<file path="src/rtl/gpio_pkg.sv">
package gpio_pkg;
  localparam int PORT_W    = 8;
  localparam int ADDR_W    = 2;
  localparam int OFF_DATA  = 0;
  localparam int OFF_INPUT = 1;
  localparam int OFF_DIR   = 2;

  typedef enum logic [1:0] {
    OWN_GPIO = 2'd0,
    OWN_SPI  = 2'd1,
    OWN_CAN  = 2'd2
  } pad_owner_e;
endpackage

</file>
<file path="src/rtl/gpio_sync2.sv">
module gpio_sync2 #(
  parameter int W = 8
) (
  input  logic         clk,
  input  logic         rst_n,
  input  logic [W-1:0] async_i,
  output logic [W-1:0] sync_o
);
  logic [W-1:0] stg1_q, stg2_q;
  logic [W-1:0] stg1_d, stg2_d;
  logic [1:0]   age_q, age_d;

  always_comb begin
    stg1_d = async_i;
    stg2_d = stg1_q;
    age_d  = (age_q == 2'd3) ? age_q : age_q + 2'd1;
  end

  always_ff @(posedge clk or negedge rst_n) begin
    if (!rst_n) begin
      stg1_q <= '0;
      stg2_q <= '0;
      age_q  <= '0;
    end else begin
      stg1_q <= stg1_d;
      stg2_q <= stg2_d;
      age_q  <= age_d;
    end
  end

  assign sync_o = stg2_q;

  // two-edge latency from pad to synchronized value
  assert_sync_latency_R6: assert property (@(posedge clk) disable iff (!rst_n)
    (age_q >= 2'd2) |-> (sync_o == $past(async_i, 2)));

  // nothing leaks through in the first edge after reset
  assert_sync_reset_R1: assert property (@(posedge clk) disable iff (!rst_n)
    (age_q == 2'd0) |-> (sync_o == '0));
endmodule

</file>
<file path="src/rtl/gpio_regfile.sv">
module gpio_regfile
  import gpio_pkg::*;
#(
  parameter int W  = PORT_W,
  parameter int AW = ADDR_W
) (
  input  logic          clk,
  input  logic          rst_n,
  input  logic          we,
  input  logic [AW-1:0] addr,
  input  logic [W-1:0]  wdata,
  input  logic [W-1:0]  pin_sync,
  output logic [W-1:0]  data_q,
  output logic [W-1:0]  dir_q,
  output logic [W-1:0]  rdata
);
  localparam logic [AW-1:0] A_DATA  = AW'(OFF_DATA);
  localparam logic [AW-1:0] A_INPUT = AW'(OFF_INPUT);
  localparam logic [AW-1:0] A_DIR   = AW'(OFF_DIR);

  logic [W-1:0] data_d, dir_d;
  logic         data_en, dir_en;

  always_comb begin
    data_en = we && (addr == A_DATA);
    dir_en  = we && (addr == A_DIR);
    data_d  = data_en ? wdata : data_q;
    dir_d   = dir_en  ? wdata : dir_q;
  end

  always_ff @(posedge clk or negedge rst_n) begin
    if (!rst_n) begin
      data_q <= '0;
      dir_q  <= '0;
    end else begin
      data_q <= data_d;
      dir_q  <= dir_d;
    end
  end

  always_comb begin
    unique case (addr)
      A_DATA:  rdata = (data_q & dir_q) | (pin_sync & ~dir_q);
      A_INPUT: rdata = pin_sync;
      A_DIR:   rdata = dir_q;
      default: rdata = '0;
    endcase
  end

  // a write to the input offset leaves the stored registers alone
  assert_input_wr_ignored_R5: assert property (@(posedge clk) disable iff (!rst_n)
    (we && addr == A_INPUT) |=> ($stable(data_q) && $stable(dir_q)));

  // offsets above the direction register read zero
  assert_unmapped_zero_R2: assert property (@(posedge clk) disable iff (!rst_n)
    (addr > A_DIR) |-> (rdata == '0));

  // direction register holds its value when it is not addressed
  assert_dir_hold_R3: assert property (@(posedge clk) disable iff (!rst_n)
    !(we && addr == A_DIR) |=> $stable(dir_q));
endmodule

</file>
<file path="src/rtl/gpio_pad_mux.sv">
module gpio_pad_mux
  import gpio_pkg::*;
#(
  parameter int W        = PORT_W,
  parameter int CAN_TX_P = 3,
  parameter int CAN_RX_P = 2,
  parameter int SPI_SS_P = 3,
  parameter int SPI_MI_P = 2
) (
  input  logic [W-1:0] data_q,
  input  logic [W-1:0] dir_q,
  input  logic         can_en,
  input  logic         can_tx,
  input  logic         spi_en,
  input  logic         spi_bidir,
  input  logic         spi_ss_o,
  input  logic         spi_ss_oe,
  input  logic         spi_miso_o,
  input  logic         spi_miso_oe,
  output logic [W-1:0] pad_o,
  output logic [W-1:0] pad_oe
);
  logic spi_claims;
  assign spi_claims = spi_en && !spi_bidir;

  for (genvar i = 0; i < W; i++) begin : g_pad
    pad_owner_e owner;
    logic       per_o, per_oe;

    always_comb begin
      owner  = OWN_GPIO;
      per_o  = 1'b0;
      per_oe = 1'b0;
      if (can_en && (i == CAN_TX_P)) begin
        owner  = OWN_CAN;
        per_o  = can_tx;
        per_oe = 1'b1;
      end else if (can_en && (i == CAN_RX_P)) begin
        owner  = OWN_CAN;
        per_o  = 1'b0;
        per_oe = 1'b0;
      end else if (spi_claims && (i == SPI_SS_P)) begin
        owner  = OWN_SPI;
        per_o  = spi_ss_o;
        per_oe = spi_ss_oe;
      end else if (spi_claims && (i == SPI_MI_P)) begin
        owner  = OWN_SPI;
        per_o  = spi_miso_o;
        per_oe = spi_miso_oe;
      end
    end

    always_comb begin
      if (owner == OWN_GPIO) begin
        pad_o[i]  = data_q[i];
        pad_oe[i] = dir_q[i];
      end else begin
        pad_o[i]  = per_o;
        pad_oe[i] = per_oe;
      end
    end
  end
endmodule

</file>
<file path="src/rtl/gpio_port.sv">
module gpio_port
  import gpio_pkg::*;
#(
  parameter int W        = PORT_W,
  parameter int AW       = ADDR_W,
  parameter int CAN_TX_P = 3,
  parameter int CAN_RX_P = 2,
  parameter int SPI_SS_P = 3,
  parameter int SPI_MI_P = 2
) (
  input  logic          clk,
  input  logic          rst_n,
  input  logic          bus_we,
  input  logic [AW-1:0] bus_addr,
  input  logic [W-1:0]  bus_wdata,
  output logic [W-1:0]  bus_rdata,
  input  logic [W-1:0]  pad_i,
  output logic [W-1:0]  pad_o,
  output logic [W-1:0]  pad_oe,
  input  logic          can_en,
  input  logic          can_tx,
  input  logic          spi_en,
  input  logic          spi_bidir,
  input  logic          spi_ss_o,
  input  logic          spi_ss_oe,
  input  logic          spi_miso_o,
  input  logic          spi_miso_oe
);
  logic [W-1:0] pin_sync, data_q, dir_q;

  gpio_sync2 #(.W(W)) u_sync (
    .clk(clk), .rst_n(rst_n), .async_i(pad_i), .sync_o(pin_sync)
  );

  gpio_regfile #(.W(W), .AW(AW)) u_regs (
    .clk(clk), .rst_n(rst_n), .we(bus_we), .addr(bus_addr),
    .wdata(bus_wdata), .pin_sync(pin_sync),
    .data_q(data_q), .dir_q(dir_q), .rdata(bus_rdata)
  );

  gpio_pad_mux #(
    .W(W), .CAN_TX_P(CAN_TX_P), .CAN_RX_P(CAN_RX_P),
    .SPI_SS_P(SPI_SS_P), .SPI_MI_P(SPI_MI_P)
  ) u_mux (
    .data_q(data_q), .dir_q(dir_q),
    .can_en(can_en), .can_tx(can_tx),
    .spi_en(spi_en), .spi_bidir(spi_bidir),
    .spi_ss_o(spi_ss_o), .spi_ss_oe(spi_ss_oe),
    .spi_miso_o(spi_miso_o), .spi_miso_oe(spi_miso_oe),
    .pad_o(pad_o), .pad_oe(pad_oe)
  );

  localparam logic [AW-1:0] A_DIR = AW'(OFF_DIR);

  // CAN forces transmit pad out, receive pad in
  assert_can_force_R7: assert property (@(posedge clk) disable iff (!rst_n)
    can_en |-> (pad_oe[CAN_TX_P] && !pad_oe[CAN_RX_P] && pad_o[CAN_TX_P] == can_tx));

  // CAN takeover never disturbs stored direction
  assert_can_keeps_dir_R7: assert property (@(posedge clk) disable iff (!rst_n)
    (can_en && !(bus_we && bus_addr == A_DIR)) |=> $stable(dir_q));

  // SPI drives its pads when CAN is absent and SPI is not bidirectional
  assert_spi_drive_R9: assert property (@(posedge clk) disable iff (!rst_n)
    (!can_en && spi_en && !spi_bidir) |->
      (pad_oe[SPI_SS_P] == spi_ss_oe && pad_oe[SPI_MI_P] == spi_miso_oe));

  // with no peripheral claim, enables follow the direction register
  assert_gpio_dir_R3: assert property (@(posedge clk) disable iff (!rst_n)
    (!can_en && !(spi_en && !spi_bidir)) |-> (pad_oe == dir_q));
endmodule

</file>
<file path="config.mk">
export PLATFORM = sky130hd
export DESIGN_NAME = gpio_port
export DESIGN_NICKNAME = d
export VERILOG_FILES = /design/src/rtl/gpio_pkg.sv /design/src/rtl/gpio_sync2.sv /design/src/rtl/gpio_regfile.sv /design/src/rtl/gpio_pad_mux.sv /design/src/rtl/gpio_port.sv
export SDC_FILE = /design/constraint.sdc
export NUM_CORES = 1
export LEC_CHECK = 0
export ABC_AREA = 1
export BUFFER_PORTS_ARGS = -buffer_cell sky130_fd_sc_hd__buf_2
export CAP_MARGIN = 15
export CORE_MARGIN = 8
export CORE_UTILIZATION = 46
export CTS_BUF_LIST = sky130_fd_sc_hd__clkbuf_2
export DETAILED_ROUTE_END_ITERATION = 10
export PLACE_DENSITY = 0.77
export SYNTH_ARGS = -nofsm -noshare
export SYNTH_HDL_FRONTEND = slang
export SYNTH_SLANG_ARGS = --single-unit
</file>
<file path="constraint.sdc">
create_clock -name clk -period 0.89 [get_ports clk]
set_clock_uncertainty 0.15 [all_clocks]
set_input_delay 0.1335 -clock clk [delete_from_list [all_inputs] [get_ports clk]]
set_output_delay 0.1335 -clock clk [all_outputs]
set_load 0.01 [all_outputs]
</file>
Word level (Yosys, flattened, before mapping)
Cells that the tools add are included.
W data, S select, Z words.
{"block": "totals", "ff_bits": 32, "input_bits": 29, "out_inout_bits": 24, "elab_cells": 31}
{"block": "classes", "n_eq_ne": 2, "mux": 15, "bitwise_logic": 4, "n_reduce_logical": 6}
{"operator": "$pmux W8 S3", "n": 1}
{"operator": "$and A8 B8 Y8", "n": 2}
{"operator": "$mux W1", "n": 13}
{"operator": "$not A8 Y8", "n": 1}
{"operator": "$or A8 B8 Y8", "n": 1}
{"operator": "$logic_not A2 Y1", "n": 2}
{"operator": "$logic_and A1 B1 Y1", "n": 3}
{"operator": "$eq A2 B1 Y1 const B", "n": 1}
{"operator": "$eq A2 B2 Y1 const B", "n": 1}
{"operator": "$mux W2", "n": 1}
{"operator": "$logic_not A1 Y1", "n": 1}

Longest topological paths before layout
Gate-level depths: netlist (run 1).
{"block": "depth", "depth_word": 6, "depth_mapped": 5}

Modules after synthesis
From an unflattened synthesis (run 1), not the netlist that was laid out.
{"block": "hier_totals", "hier_cells": 212, "area_unflattened_um2": 1640.3}
{"module": "gpio_regfile", "n_inst": 1, "cells_per_inst": 162, "area_each_um2": 1048.5, "seq_area_each_um2": 400.4}
{"module": "gpio_sync2", "n_inst": 1, "cells_per_inst": 16, "area_each_um2": 400.4, "seq_area_each_um2": 400.4}
{"module": "gpio_pad_mux", "n_inst": 1, "cells_per_inst": 34, "area_each_um2": 191.4, "seq_area_each_um2": 0.0}

Worst setup path before layout (run 1)
OpenSTA, ideal clock, no wires.
{"block": "synth_timing", "path_kind": "register -> output", "from": "register u_regs.dir_q[0]", "to": "output port bus_rdata[0]", "arrival_ns": 0.689, "required_ns": 0.606, "path_slack_ns": -0.082, "path_stages_with_launch": 4, "path_cell_list": "dfrtp_1 -> nand2_1 -> or2_1 -> nand2_1"}
{"block": "synth_between", "elab_chain_len": 4, "elab_cells_between_ends": 5}
{"item": "start: declaration", "line": "gpio_regfile.sv:14", "source": "output logic [W-1:0] dir_q,"}
{"item": "start signal: assignment", "line": "gpio_regfile.sv:37", "source": "dir_q <= dir_d;"}
{"item": "$not A8 Y8", "line": "gpio_regfile.sv:43", "source": "A_DATA: rdata = (data_q & dir_q) | (pin_sync & ~dir_q);"}
{"item": "$and A8 B8 Y8", "line": "gpio_regfile.sv:43"}
{"item": "$or A8 B8 Y8", "line": "gpio_regfile.sv:43"}
{"item": "$pmux W8 S3 *", "line": "gpio_regfile.sv:42", "source": "unique case (addr)"}
{"item": "end: declaration", "line": "gpio_port.sv:16", "source": "output logic [W-1:0] bus_rdata,"}
Mark *: on every way between the ends. The rest lies on a longest branch, timed or not.

Worst setup path in the final report (run 1)
{"block": "layout_timing", "from": "register u_regs.data_q[7]", "to": "output port bus_rdata[7]"}
{"block": "layout_between", "elab_chain_len": 3}
{"item": "start: declaration", "line": "gpio_regfile.sv:13", "source": "output logic [W-1:0] data_q,"}
{"item": "start signal: assignment", "line": "gpio_regfile.sv:36", "source": "data_q <= data_d;"}
{"item": "$and A8 B8 Y8", "line": "gpio_regfile.sv:43"}
{"item": "$or A8 B8 Y8", "line": "gpio_regfile.sv:43"}
{"item": "$pmux W8 S3", "line": "gpio_regfile.sv:42"}
Every way passes these cells.

==> flow_summary_export.csv, run 1 <==
group,metric,value,unit
placed_design,port_buffers,52,
worst_setup_path,cp-start-kind,"flip-flop",
route,dr.pass1.iters,4,
placed_design,place_ws,-0.255,ns
finish,postLayoutCoreUtil,79.0,%
grt,grt_pass1_wl,7.13,mm
sta,slew_headroom,85.0,%
synthesis,synth_area,1450,um2
power_and_ir_drop,p_sw,1.16,mW
sta,period_needed,1.56,ns
grt,grt_max_degree,33,
cts,numClockSinks,32,
grt,grt_use_total,17.7,%
grt,grt-ovfl-total,0,
power_and_ir_drop,combPwrFrac,37.1,%
cts,clk_pin_slew,0.17,ns
worst_setup_path,required,0.61,ns
cts,h-tree-depth,2,
floorplanning,core_area,3030,um2
worst_setup_path,cp.arrival,1.28,ns
route,drcViolationCount,0,
outcome,violations,"negative hold slack, negative setup slack",
sta,final_hold_viol_count,1,
finish,final_nets,290,
synthesis,postSynthAreaPerCell,8.80,um2
finish,fin_area,2390,um2
hold_path,hold_path_class,"in -> reg",
cts,insertion_delay,0.35,ns
sta,period_share,176,%
synthesis,netlist_instances,165,
floorplanning,boundaryPins,53,
worst_setup_path,setup.worst_path.class,"reg -> out",
sta,fmax,639,MHz
floorplanning,start_util,48.0,%
worst_setup_path,critPathMaxFanout,2,
placed_design,post-place-cells,274,
synthesis,yosysSeqAreaShare,55.1,%
synthesis,ys_ff_latch,32,
cts,postCtsHoldBufs,17,
hold_path,min_from,"bus_we",
cts,root_buffer,"clkbuf_2",
floorplanning,die_h,72.2,um
flow_run,cap_violations,0,
route,num_vias,1498,
floorplanning,fp-row-count,20,
cts,cts_inserted_buffers,5,
power_and_ir_drop,sw_frac_of_total,31.0,%
synthesis,syn-num-nets,194,
worst_setup_path,startpoint,"u_regs.data_q[7]$_DFFE_PN0P_",
route,drt_iter0_drc,41,
power_and_ir_drop,ir_drop,0.00132,V
finish,final_cell_count_no_fill,305,
sta,setup_viol,37,
sta,worst_pin_slew,0.225,ns
worst_setup_path,r2r_setup_slack,-0.17,ns
power_and_ir_drop,sequentialPowerShare,45.5,%
sta,tns,-13.37,ns
power_and_ir_drop,leakage,1.27,nW
worst_setup_path,r2r-end,"u_regs.dir_q[7]$_DFFE_PN0P_",
hold_path,whs_path_depth,3,
power_and_ir_drop,power_frac_clock,17.4,%
synthesis,synth_cell_types,14,
finish,syn_to_final_growth,64.7,%
cts,cts_tree,"done",
route,vias_per_cell,4.91,
route,wl_per_cell,15.2,um
finish,layout_common_cells,"37 x nand2_1, 37 x buf_6, 32 x buf_2, 32 x dfrtp_1, 28 x nand3_1",
placed_design,hpwl,2.69,mm
outcome,status,"finished, violations left",
placed_design,place_congestion,0.783,
hold_path,whs_endpoint,"u_regs.data_q[5]$_DFFE_PN0P_",
synthesis,ys_warn_count,0,
grt,antenna_found_initial,0,
finish,n_antenna_cell,0,
route,wirelength,4.63,mm
sta,maxSlewViolCount,0,
worst_setup_path,worst-r2r-cell-count,4,
power_and_ir_drop,internal_power,2.59,mW
grt,grt_pass1_vias,1633,
sta,hold_ws,-0.0166,ns
finish,drive_above_1_share,47.1,%
power_and_ir_drop,p_per_area,1570,nW/um2
placed_design,dpl-instance-area,1900,um2
route,ant_nets,0,
cts,clock_path_buffers,2,
sta,layout_setup_ws,-0.674,ns
floorplanning,chipWidth,72.2,um
sta,rsz0062_at_grt,"true",
worst_setup_path,worst_setup_path_end_kind,"output pin",
floorplanning,die_area,5210,um2
worst_setup_path,r2r_start,"u_regs.dir_q[7]$_DFFE_PN0P_",
-- routing by layer --
layer  track usage, %  up-vias  routed length (um)
li1                 -      697                   -
met1             16.2      722                1600
met2             34.1       62                2540
met3             6.61       17                 306
met4             7.03        0                 181
met5                0        -                   0
-- synth_stat cells, drive strengths merged --
cell,n,area [um2]
nor2,13,67.6
inv,8,32.5
or2,7,43.8
dfrtp,32,801
nand2,58,225
buf,15,110
nand3,32,173
-- layout make-up --
type / count / area (um2)
clock buffers: 6 / 30.0
clock inverters: 1 / 5.00
fillers: 192 / 636
inverters: 8 / 32.5
multi-input cells: 110 / 574
flip-flops and latches: 32 / 801
well taps: 44 / 55.1
repair buffers: 104 / 895
-- registers in the layout (all words and copies together) (netlist names) --
signal and cells:
u_regs.data_q 8, u_regs.dir_q 8, u_sync.stg1_q 8, u_sync.sync_o 8
-- worst max-delay path by stage --
stage	depth (start not counted)	to	slack [ns]
floorplan	3	bus_rdata[0]	-0.08
global placement	7	bus_rdata[3]	-0.23
detailed placement	6	u_regs.dir_q[0]$_DFFE_PN0P_	-0.25
CTS	4	bus_rdata[6]	-0.61
global route	4	bus_rdata[7]	-0.73
finish	4	bus_rdata[7]	-0.67
-- power groups by stage --
stage	logic, mW	clock network, mW	registers, mW
after floorplan	0.497	0	1.71
after detailed placement	0.919	0	1.71
after global routing	1.49	0.737	1.72
after global placement	0.905	0	1.70
after CTS	1.26	0.665	1.69
final	1.39	0.652	1.71
-- repair_timing --
item                                    in CTS  in global routing
endpoints found under the setup margin      31                 40
buffers inserted                             5                 14
resized for setup                           34                 24
endpoints found under the hold margin       56                  1
pin swaps                                   10                 15
-- kinds of logic after synthesis --
| group | share of synthesized area [%] |
|---|---|
| buffers and inverters | 9.82 |
| DFF | 55.1 |
| and+or+nand+nor | 35.1 |
-- critical path, stage by stage, from the launching register on --
cell and delay (ns):
dfrtp_1 0.42, nor2_1 0.07, or2_1 0.25, nand2_2 0.07, buf_6 0.10
-- metrics by stage --
stage | power (mW) | hold WS [ns]
2_1_floorplan | 2.21 | -0.312
3_3_place_gp | 2.61 | -0.0548
3_5_place_dp | 2.63 | -0.0523
4_1_cts | 3.62 | -0.0507
5_1_grt | 3.95 | -0.0364
6_report | 3.75 | -0.0166
Note: power is estimated with default switching activity, not from simulation.
==> run 2, diff against run 1 <==
Settings changed: ABC_AREA 1 to 0, PLACE_DENSITY 0.77 to 0.75.
Clock period 0.89 ns to 1.9 ns, I/O delays scaled along.
==> run 2 against run 1 <==
  * The flow now finishes without violations
  * Global-route usage decreased by 4.8 points
  * Flip-flop and latch count unchanged
  * Largest power group unchanged
  * Setup slack improved by 0.83 ns
  * Sequential power decreased by 52%
  * Critical path depth decreased by 1
==> flow_summary_export.csv, run 2 <==
group,metric,value,unit
outcome,status,"completed",
synthesis,netlist_instances,108,
placed_design,place_congestion,0.722,
sta,setup_viol,0,
worst_setup_path,setup.worst_path.class,"reg -> out",
hold_path,hold_path_class,"reg -> reg",
power_and_ir_drop,sequentialPowerShare,56.1,%
floorplanning,die_h,70.6,um
cts,clk_pin_slew,0.13,ns
sta,layout_setup_ws,0.155,ns
sta,tns,0,ns
synthesis,synth_top_area_cell,"dfrtp_1",
worst_setup_path,cp_num_buf_inv,1,
synthesis,synth_top_family_by_area,"multiplexers",
synthesis,synthAdderAreaFrac,0,%
finish,multi_input_comb_area,458,um2
synthesis,synthTopCellsByArea,"dfrtp_1 58%, mux2_2 13%, buf_4 6.6%, nand3b_1 4.4%, nand2b_1 3.6%",
floorplanning,core_area,2950,um2
grt,grt_use_total,13.0,%
cts,root_buffer,"clkbuf_2",
finish,final_cell_count_no_fill,202,
synthesis,postSynthAreaPerCell,12.7,um2
power_and_ir_drop,power_frac_clock,20.0,%
synthesis,ys_ff_latch,32,
worst_setup_path,crit_family,"flip-flops",
worst_setup_path,cpMaxStageDelayCell,"dfrtp_1",
route,wl_per_cell,14.7,um
synthesis,yosys.area_share.simple,14.1,%
power_and_ir_drop,power,1.45,mW
power_and_ir_drop,p_sw,0.419,mW
placed_design,post-place-cells,178,
floorplanning,fp-row-count,20,
grt,grt_pass1_vias,1065,
finish,register_area,801,um2
placed_design,hpwl,2.11,mm
synthesis,syn-num-nets,137,
sta,slew_headroom,54.5,%
synthesis,netlist.area_leader.share,58.3,%
grt,grt_pass1_wl,4.93,mm
cts,postCtsHoldBufs,15,
synthesis,ys_warn_count,0,
floorplanning,die_area,4990,um2
grt,antenna_found_initial,0,
finish,final_common_cell,"buf_2",
finish,final_nets,198,
sta,rsz0062_at_grt,"false",
cts,h-tree-depth,2,
sta,fmax,573,MHz
finish,layout_common_cells,"52 x buf_2, 32 x dfrtp_1, 17 x dlygate4sd3_1, 16 x mux2_2, 10 x nor2_1",
synthesis,synthTopCellsByCount,"32 x dfrtp_1, 16 x mux2_2, 12 x buf_4",
power_and_ir_drop,combPwrFrac,23.9,%
worst_setup_path,worst_setup_path_end_kind,"output pin",
synthesis,synthMuxAreaShare,15.3,%
route,drt_iter0_drc,16,
placed_design,port_buffers,52,
route,drcViolationCount,0,
flow_run,cap_violations,0,
cts,numClockSinks,32,
route,dr.pass1.iters,3,
grt,grt_max_degree,33,
synthesis,synth_xor_area_share,0,%
synthesis,synth_cell_types,16,
floorplanning,chipWidth,70.6,um
cts,cts_setup_buffers,0,
floorplanning,start_util,46.5,%
worst_setup_path,required,1.46,ns
power_and_ir_drop,leakage,0.857,nW
power_and_ir_drop,internal_power,1.03,mW
worst_setup_path,max_stage_delay,0.41,ns
sta,period_needed,1.75,ns
synthesis,ys.flop_type,"dfrtp_1",
power_and_ir_drop,p_per_area,819,nW/um2
finish,n_antenna_cell,0,
route,vias_per_cell,4.94,
cts,clock_path_buffers,2,
sta,hold_ws,0.214,ns
route,wirelength,2.98,mm
cts,cts.repair.resized,0,
sta,period_share,91.8,%
placed_design,place_ws,0.191,ns
sta,final_hold_viol_count,0,
sta,maxSlewViolCount,0,
route,num_vias,997,
worst_setup_path,cp.arrival,1.31,ns
cts,cts_tree,"done",
cts,cts_inserted_buffers,5,
cts,insertion_delay,0.36,ns
sta,worst_pin_slew,0.682,ns
grt,grt-ovfl-total,0,
synthesis,yosysSeqAreaShare,58.3,%
worst_setup_path,path_cells,"nor2b_1 > a211o_1 > buf_2",
synthesis,synth_area,1370,um2
route,ant_nets,0,
synthesis,synth.most_common_cell,"dfrtp_1",
finish,fillCellCount,250,
finish,syn_to_final_growth,29.2,%
power_and_ir_drop,sw_frac_of_total,28.9,%
worst_setup_path,cp-start-kind,"flip-flop",
worst_setup_path,critPathMaxFanout,3,
floorplanning,boundaryPins,53,
synthesis,synthArstFlopShare,100,%
finish,drive_above_1_share,46.2,%
power_and_ir_drop,ir_drop,0.000582,V
synthesis,synth_edf_count,0,
synthesis,synth-compound-area-share,3.92,%
[run 2: changes by cell type in the layout (fill, tap and decap cells not counted), sizes merged, moves of 7 or more]
cell	previous run	this run
nand2	58	1
buf	87	53
nand3	32	0
mux2	0	16
nand3b	0	9
o21ai	0	9
inv	8	0
nand2b	0	8
or2	7	0
[run 2: final cells by class]
type                       instances  share of cell area [%]
clock buffer                       6                    1.69
multi-input combinational         60                    25.8
timing repair buffer              70                    24.7
clock inverter                     1                   0.282
sequential                        32                    45.2
tap                               33                    2.33
[run 2: metrics by stage]
| stage | utilization, % | cell area [um2] |
|---|---|---|
| global route | 60.0 | 1770 |
| CTS | 59.4 | 1750 |
| floorplan | - | 1370 |
| detailed placement | 53.1 | 1570 |
| finish | 60.0 | 1770 |
| global placement | 53.1 | 1570 |
[run 2: worst paths after layout]
check / startpoint / cells past startpoint / slack, ns / endpoint
min reg2reg: u_sync.stg1_q[3]$_DFF_PN0_ / 0 / 0.21 / u_sync.sync_o[3]$_DFF_PN0_
max in group asynchronous: rst_n / 2 / 0.83 / u_sync.stg1_q[0]$_DFF_PN0_
max reg2reg: u_regs.dir_q[0]$_DFFE_PN0P_ / 1 / 0.95 / u_regs.dir_q[0]$_DFFE_PN0P_
min in group asynchronous: rst_n / 2 / 0.33 / u_regs.dir_q[6]$_DFFE_PN0P_
min: u_sync.stg1_q[3]$_DFF_PN0_ / 0 / 0.21 / u_sync.sync_o[3]$_DFF_PN0_
max: u_regs.dir_q[3]$_DFFE_PN0P_ / 3 / 0.15 / pad_oe[3]
[run 2: per-layer routing]
metal / vias to the layer above / routed length [um] / track usage (%)
met5: - / 0 / 0
met4: 0 / 65 / 7.62
met3: 6 / 200 / 6.36
li1: 470 / - / -
met1: 485 / 1240 / 13.3
met2: 36 / 1470 / 20.9
[run 2: cell families (layout without fill, tap and decap cells)]
family,after synthesis,count (layout)
AOI/OAI and AO/OA,10,10
DFF,32,32
buffers and inverters,16,77
muxes,19,19
and+or+nand+nor,31,31
[run 2: power groups by stage]
stage | clock, mW | combinational [mW] | sequential [mW]
after floorplan | 0 | 0.247 | 0.814
after global placement | 0 | 0.317 | 0.827
after detailed placement | 0 | 0.325 | 0.830
after CTS | 0.309 | 0.349 | 0.815
after global routing | 0.342 | 0.381 | 0.828
final | 0.290 | 0.347 | 0.816
